## src/rtl/fbc_regs_pkg.sv

```systemverilog
// Package: shared offsets and constants for the framebuffer register window.
// Assumes a 5-bit byte offset and byte-wide data.
package fbc_regs_pkg;
    localparam int FBC_ADDR_W   = 5;
    localparam int FBC_DATA_W   = 8;
    localparam int OFF_CTRL     = 'h10;
    localparam int OFF_STAT     = 'h11;
    localparam int OFF_GP_FIRST = 'h12;
    localparam int OFF_GP_LAST  = 'h1F;
    localparam int GP_COUNT     = OFF_GP_LAST - OFF_GP_FIRST + 1;
    localparam int IRQ_EN_BIT   = 7;
    localparam int PEND_BIT     = 7;
    localparam logic [7:0] STAT_ID = 8'h61;
endpackage

```

## src/rtl/fbc_ctrl_reg.sv

```systemverilog
// Module: control byte. Stores whatever the bus writes at its offset and
// exposes the frame interrupt enable. Assumes a synchronous active-low reset.
module fbc_ctrl_reg #(
    parameter int DATA_W = 8,
    parameter int EN_BIT = 7
) (
    input  logic              clk,
    input  logic              rst_n,
    input  logic              we,
    input  logic [DATA_W-1:0] wdata,
    output logic [DATA_W-1:0] q,
    output logic              irq_en
);
    // Capture the control byte on a write.
    always_ff @(posedge clk) begin
        if (!rst_n)  q <= '0;
        else if (we) q <= wdata;
    end

    assign irq_en = q[EN_BIT];


    ctrl_readback_chk: assert property (@(posedge clk) disable iff (!rst_n)
        we |=> q == $past(wdata));
endmodule

```

## src/rtl/fbc_irq_status.sv

```systemverilog
// Module: sticky frame-end pending flag and the interrupt line. A frame-end
// with the enable set raises the flag. Any status write clears it, and the
// set wins when both land on the same edge.
module fbc_irq_status (
    input  logic clk,
    input  logic rst_n,
    input  logic frame_end,
    input  logic irq_en,
    input  logic stat_we,
    output logic pending
);
    logic set_req;

    assign set_req = frame_end && irq_en;

    // Update the pending flag: set has priority over clear.
    always_ff @(posedge clk) begin
        if (!rst_n)       pending <= 1'b0;
        else if (set_req) pending <= 1'b1;
        else if (stat_we) pending <= 1'b0;
    end


    pend_set_chk: assert property (@(posedge clk) disable iff (!rst_n)
        (frame_end && irq_en) |=> pending);

    pend_clear_chk: assert property (@(posedge clk) disable iff (!rst_n)
        (stat_we && !(frame_end && irq_en)) |=> !pending);

    pend_hold_chk: assert property (@(posedge clk) disable iff (!rst_n)
        (!stat_we && !(frame_end && irq_en)) |=> $stable(pending));
endmodule

```

## src/rtl/fbc_byte_bank.sv

```systemverilog
// Module: bank of plain read/write byte registers at consecutive offsets.
// Assumes the bank sits at BASE..BASE+COUNT-1 inside the window.
module fbc_byte_bank #(
    parameter int ADDR_W = 5,
    parameter int DATA_W = 8,
    parameter int BASE   = 'h12,
    parameter int COUNT  = 14
) (
    input  logic              clk,
    input  logic              rst_n,
    input  logic              we,
    input  logic [ADDR_W-1:0] addr,
    input  logic [DATA_W-1:0] wdata,
    output logic [DATA_W-1:0] rdata,
    output logic              hit
);
    logic [DATA_W-1:0] regs [COUNT];
    logic [COUNT-1:0]  sel;

    for (genvar i = 0; i < COUNT; i++) begin : g_reg
        assign sel[i] = (addr == ADDR_W'(BASE + i));

        // Store one byte when it is written.
        always_ff @(posedge clk) begin
            if (!rst_n)              regs[i] <= '0;
            else if (we && sel[i])   regs[i] <= wdata;
        end


        bank_hold_chk: assert property (@(posedge clk) disable iff (!rst_n)
            !(we && sel[i]) |=> $stable(regs[i]));
    end

    assign hit = |sel;

    // Select the addressed byte, zero when nothing in the bank is hit.
    always_comb begin
        rdata = '0;
        for (int j = 0; j < COUNT; j++)
            if (sel[j]) rdata = regs[j];
    end


    bank_onehot_chk: assert property (@(posedge clk) disable iff (!rst_n)
        $onehot0(sel));
endmodule

```

## src/rtl/fbc_regs.sv

```systemverilog
// Module: top of the framebuffer register window. It decodes the byte
// offset, routes writes to the control, status and general-purpose
// registers, and muxes combinational read data. Palette offsets below 0x10
// are only decoded: they read zero and ignore writes.
module fbc_regs
    import fbc_regs_pkg::*;
(
    input  logic                  clk,
    input  logic                  rst_n,
    input  logic [FBC_ADDR_W-1:0] bus_addr,
    input  logic                  bus_wr,
    input  logic [FBC_DATA_W-1:0] bus_wdata,
    output logic [FBC_DATA_W-1:0] bus_rdata,
    input  logic                  frame_end,
    output logic                  irq
);
    localparam logic [FBC_ADDR_W-1:0] A_CTRL = FBC_ADDR_W'(OFF_CTRL);
    localparam logic [FBC_ADDR_W-1:0] A_STAT = FBC_ADDR_W'(OFF_STAT);

    logic                  hit_ctrl, hit_stat, hit_gp;
    logic [FBC_DATA_W-1:0] ctrl_q, gp_rdata, stat_rd;
    logic                  irq_en, pending;

    assign hit_ctrl = (bus_addr == A_CTRL);
    assign hit_stat = (bus_addr == A_STAT);

    fbc_ctrl_reg #(.DATA_W(FBC_DATA_W), .EN_BIT(IRQ_EN_BIT)) u_ctrl (
        .clk(clk), .rst_n(rst_n), .we(bus_wr && hit_ctrl),
        .wdata(bus_wdata), .q(ctrl_q), .irq_en(irq_en));

    fbc_irq_status u_stat (
        .clk(clk), .rst_n(rst_n), .frame_end(frame_end), .irq_en(irq_en),
        .stat_we(bus_wr && hit_stat), .pending(pending));

    fbc_byte_bank #(.ADDR_W(FBC_ADDR_W), .DATA_W(FBC_DATA_W),
                    .BASE(OFF_GP_FIRST), .COUNT(GP_COUNT)) u_bank (
        .clk(clk), .rst_n(rst_n), .we(bus_wr), .addr(bus_addr),
        .wdata(bus_wdata), .rdata(gp_rdata), .hit(hit_gp));

    assign irq = pending;

    // Merge the fixed identification code with the pending flag.
    always_comb begin
        stat_rd = STAT_ID;
        stat_rd[PEND_BIT] = pending;
    end

    // Read data mux; palette and unmapped offsets read zero.
    always_comb begin
        if (hit_ctrl)      bus_rdata = ctrl_q;
        else if (hit_stat) bus_rdata = stat_rd;
        else if (hit_gp)   bus_rdata = gp_rdata;
        else               bus_rdata = '0;
    end


    low_half_zero_chk: assert property (@(posedge clk) disable iff (!rst_n)
        !bus_addr[FBC_ADDR_W-1] |-> bus_rdata == '0);

    stat_id_chk: assert property (@(posedge clk) disable iff (!rst_n)
        hit_stat |-> bus_rdata[6:0] == STAT_ID[6:0]);

    irq_rise_chk: assert property (@(posedge clk) disable iff (!rst_n)
        $rose(irq) |-> $past(frame_end) && $past(ctrl_q[IRQ_EN_BIT]));
endmodule

```

## config.mk

```make
export PLATFORM = sky130hd
export DESIGN_NAME = fbc_regs
export DESIGN_NICKNAME = d
export VERILOG_FILES = /design/src/rtl/fbc_regs_pkg.sv /design/src/rtl/fbc_ctrl_reg.sv /design/src/rtl/fbc_irq_status.sv /design/src/rtl/fbc_byte_bank.sv /design/src/rtl/fbc_regs.sv
export SDC_FILE = /design/constraint.sdc
export NUM_CORES = 1
export LEC_CHECK = 0
export BUFFER_PORTS_ARGS = -buffer_cell sky130_fd_sc_hd__buf_2
export CORE_MARGIN = 4
export CORE_UTILIZATION = 45
export DETAILED_ROUTE_END_ITERATION = 12
export SLEW_MARGIN = 10
export SYNTH_ARGS = -nofsm -noshare
export SYNTH_HDL_FRONTEND = slang
export SYNTH_HIERARCHICAL = 1
export SYNTH_SLANG_ARGS = --single-unit
```

## constraint.sdc

```tcl
create_clock -name clk -period 3.7 [get_ports clk]
set_clock_uncertainty 0.1 [all_clocks]
set_input_delay 0 -clock clk [delete_from_list [all_inputs] [get_ports clk]]
set_output_delay 0 -clock clk [all_outputs]
set_load 0.005 [all_outputs]
```

==> impl_metrics.toml <==
[power]
swShare_pct = 22.81
p_sw_w = 0.0008471
p_leak_nw = 2.648
ir_drop_mv = 0.3403
seq_power_share_pct = 42.9
p_clk_share_pct = 49.1
p_per_area_nw_per_um2 = 499.6
internal-power_w = 0.002866
p_comb_share_pct = 8.0

[cells_and_area]
final_common_cell = "and2_1"
antenna_cells = 0
final_core_util_pct = 53.14
drive_above_1_share_pct = 17.38
fin_area_um2 = 7433
layout_common_cells = "and2_1, edfxtp_1, nand2_1"
nets = 591
area_growth_pct = 14.36

[critical_path]
crit_path_start_kind = "primary input"
crit_top_cell = "buf_2"
crit_chain = "buf_2 -> buf_4 -> nor2b_1 -> o221ai_1 -> a2111oi_0 -> a221oi_1 -> nand2_1 -> mux2i_1 -> buf_2"
worst-path-max-fanout = 51
critPathKind = "primary input to output pin"
cpPeakStageDelay_ps = 790
worstPathArrival_ps = 2640
cp_slowest_cell = "buf_2"
path_buf_inv = 3
r2r_start = "u_ctrl/q[1]$_SDFFE_PN0P_"
critical_path_depth = 9
crit_required_ps = 3600
end_kind = "output pin"
reg2reg_depth = 3
path_delay_family = "buffers and inverters"
reg2reg_to = "u_ctrl/q[1]$_SDFFE_PN0P_"
r2r_setup_slack_ps = 2450

[logic_synthesis]
synth_top_area_cell = "edfxtp_1"
syn-cell-area_um2 = 6500
ys_async_sr_fraction_pct = 0
synth_nets = 560
ys_warn_count = 6
synth_top_area_share_pct = 51.74
synthDistinctLibCells = 61
ys_seq_area_share_pct = 54.51
synth_area_leaders = "edfxtp_1, and2_1, mux2i_1"
synthCells = 543
synth_flop_cell = "edfxtp_1"
syn_area_per_cell_um2 = 11.97
synth-seq-cells = 121
synth_edf_count = 112

[cts]
cts_made_buffers = 17
ctsResizeCount = 0
cts_root_buf = "clkbuf_16"
insertion_delay_ps = 410
htree_levels = 4
cts_tree = "yes"
cts_sinks = 121
clkSlewWorstSetupHoldPaths_ps = 60
cts_buffer_depth = 2

[global_routing]
grt_pass1_vias = 4330
grt_first_pass_wirelength_um = 26190
grt-ovfl-total = 0
grt_max_degree = 52
antenna_found_initial = 0
grt_usage_pct = 21.42

[detailed_routing]
wl_per_cell_um = 21.90
first_pass_iters = 5
vias = 4434
routed_wirelength_um = 16800
drt_iter0_drc = 511
drcViolationCount = 0
via_per_inst = 5.781
ant_nets = 0

[die]
dieArea_um2 = 16430
fp-row-count = 43
core_area_um2 = 13990
initial_core_util_pct = 46.47
die_w_um = 128.2
die_h_um = 128.2
boundaryPins = 26

[timing]
min_period_over_period_pct = 73.98
slew_violations = 0
fmax_mhz = 365.3
hold_viol = 0
min_period_ps = 2737
slew_headroom_pct = 28.81
max_slew.worst_pin.slew_ps = 1068
rsz0062_at_grt = "false"
final.setup.tns_ps = 0
setup_viol = 0

[placed_design]
gp_congestion = 0.8461
port_buffers = 25
hpwl_um = 10840
placed_cell_area_um2 = 6684

[min_path]
hold_path_end = "u_ctrl/q[6]$_SDFFE_PN0P_"
hold_class = "primary input to flip-flop"
whs_path_depth = 3
hp-start = "bus_wdata[6]"

[outcome]
status = "finished, final reports clean"

[flow_run]
cap_violations = 0
## synth_stat cells, types with 3 or more instances
library cell  number
nor2b_1           22
nand2_1           27
clkbuf_1          11
nor2_1            25
a211oi_1           7
buf_6             11
nor4_1             4
buf_2              6
edfxtp_1         112
inv_1              6
o221ai_1           4
mux2i_1           26
a21oi_1           20
a221oi_1           6
dfxtp_1            9
nand3_1            4
nand3b_1           6
and2_1           114
nor3_1             3
nand2b_1          13
mux2_2             5
mux4_2             6
nor3_2             3
o21ai_0           22
nand4b_1           3
nor4_4             3
a2111oi_0          5
a221o_1            4
buf_4             10
o21a_1             4
and3b_1            6
## per-layer routing
metal	part of all wire [%]	global-route usage, %	up-vias
met2	44	30.98	187
li1	-	-	2054
met5	0	0	-
met3	6.6	4.500	35
met4	3.1	8.989	0
met1	47	31.19	2158
## tightest hold or removal path, delay by kind of cell
family,cells,cell delay [ps]
buffers and inverters,1,250
muxes,1,190
and+or+nand+nor,1,60
## registers in the layout (all words and copies together), names as in the netlist
signal          cells
u_ctrl/q            8
u_stat/pending      1
u_bank/regs       112
## final cells by class
type | instances | area [um2]
fillers | 1201 | 6555
flip-flops and latches | 121 | 3543
multi-input cells | 375 | 2636
clock buffers | 17 | 425.4
repair buffers | 52 | 352.8
well taps | 180 | 225.2
clock inverters | 15 | 224.0
inverters | 7 | 26.28
## power groups by stage
stage	Sequential (W)	Combinational, W	Clock (W)
2_1_floorplan	0.00161	0.000199	0
3_3_place_gp	0.00162	0.000283	0
3_5_place_dp	0.00162	0.000285	0
4_1_cts	0.00159	0.000294	0.00185
5_1_grt	0.00160	0.000321	0.00191
6_report	0.00159	0.000297	0.00182
## worst max path at each step
stage | endpoint | startpoint | slack (ps)
3_5_place_dp | bus_rdata[1] | bus_addr[0] | 1050
5_1_grt | bus_rdata[1] | bus_addr[0] | 740
3_3_place_gp | bus_rdata[1] | bus_addr[0] | 1160
4_1_cts | bus_rdata[1] | bus_addr[0] | 1040
6_report | bus_rdata[1] | bus_addr[0] | 960
2_1_floorplan | u_bank/regs[0][24]$_SDFFCE_PN0P_ | bus_addr[1] | 1870
## kinds of logic after synthesis
| group | Yosys count | synth area share, % |
|---|---|---|
| AND/OR/NAND/NOR | 247 | 23.98 |
| buffers and inverters | 47 | 4.928 |
| AO/OA/AOI/OAI | 91 | 9.625 |
| flip-flops | 121 | 54.51 |
| multiplexers | 37 | 6.949 |
## metrics by stage
stage / setup WS, ps / total power (W) / std cells / hold slack [ps]
5_1_grt: 741.7 / 0.003827 / 767 / 68.35
6_report: 962.7 / 0.003713 / 767 / 26.84
2_1_floorplan: 1869 / 0.001804 / 543 / 28.17
4_1_cts: 1038 / 0.003737 / 767 / 3.593
3_3_place_gp: 1158 / 0.001901 / 725 / 165.3
3_5_place_dp: 1053 / 0.001904 / 725 / 177.2
## repair_timing
| item | 4_1_cts | 5_1_grt |
|---|---|---|
| buffers inserted | 0 | 0 |
| endpoints found under the setup margin | 0 | 0 |
| hold endpoints to repair | 9 | 0 |
| hold buffers | 10 | 0 |
(Power assumes the default switching activity.)
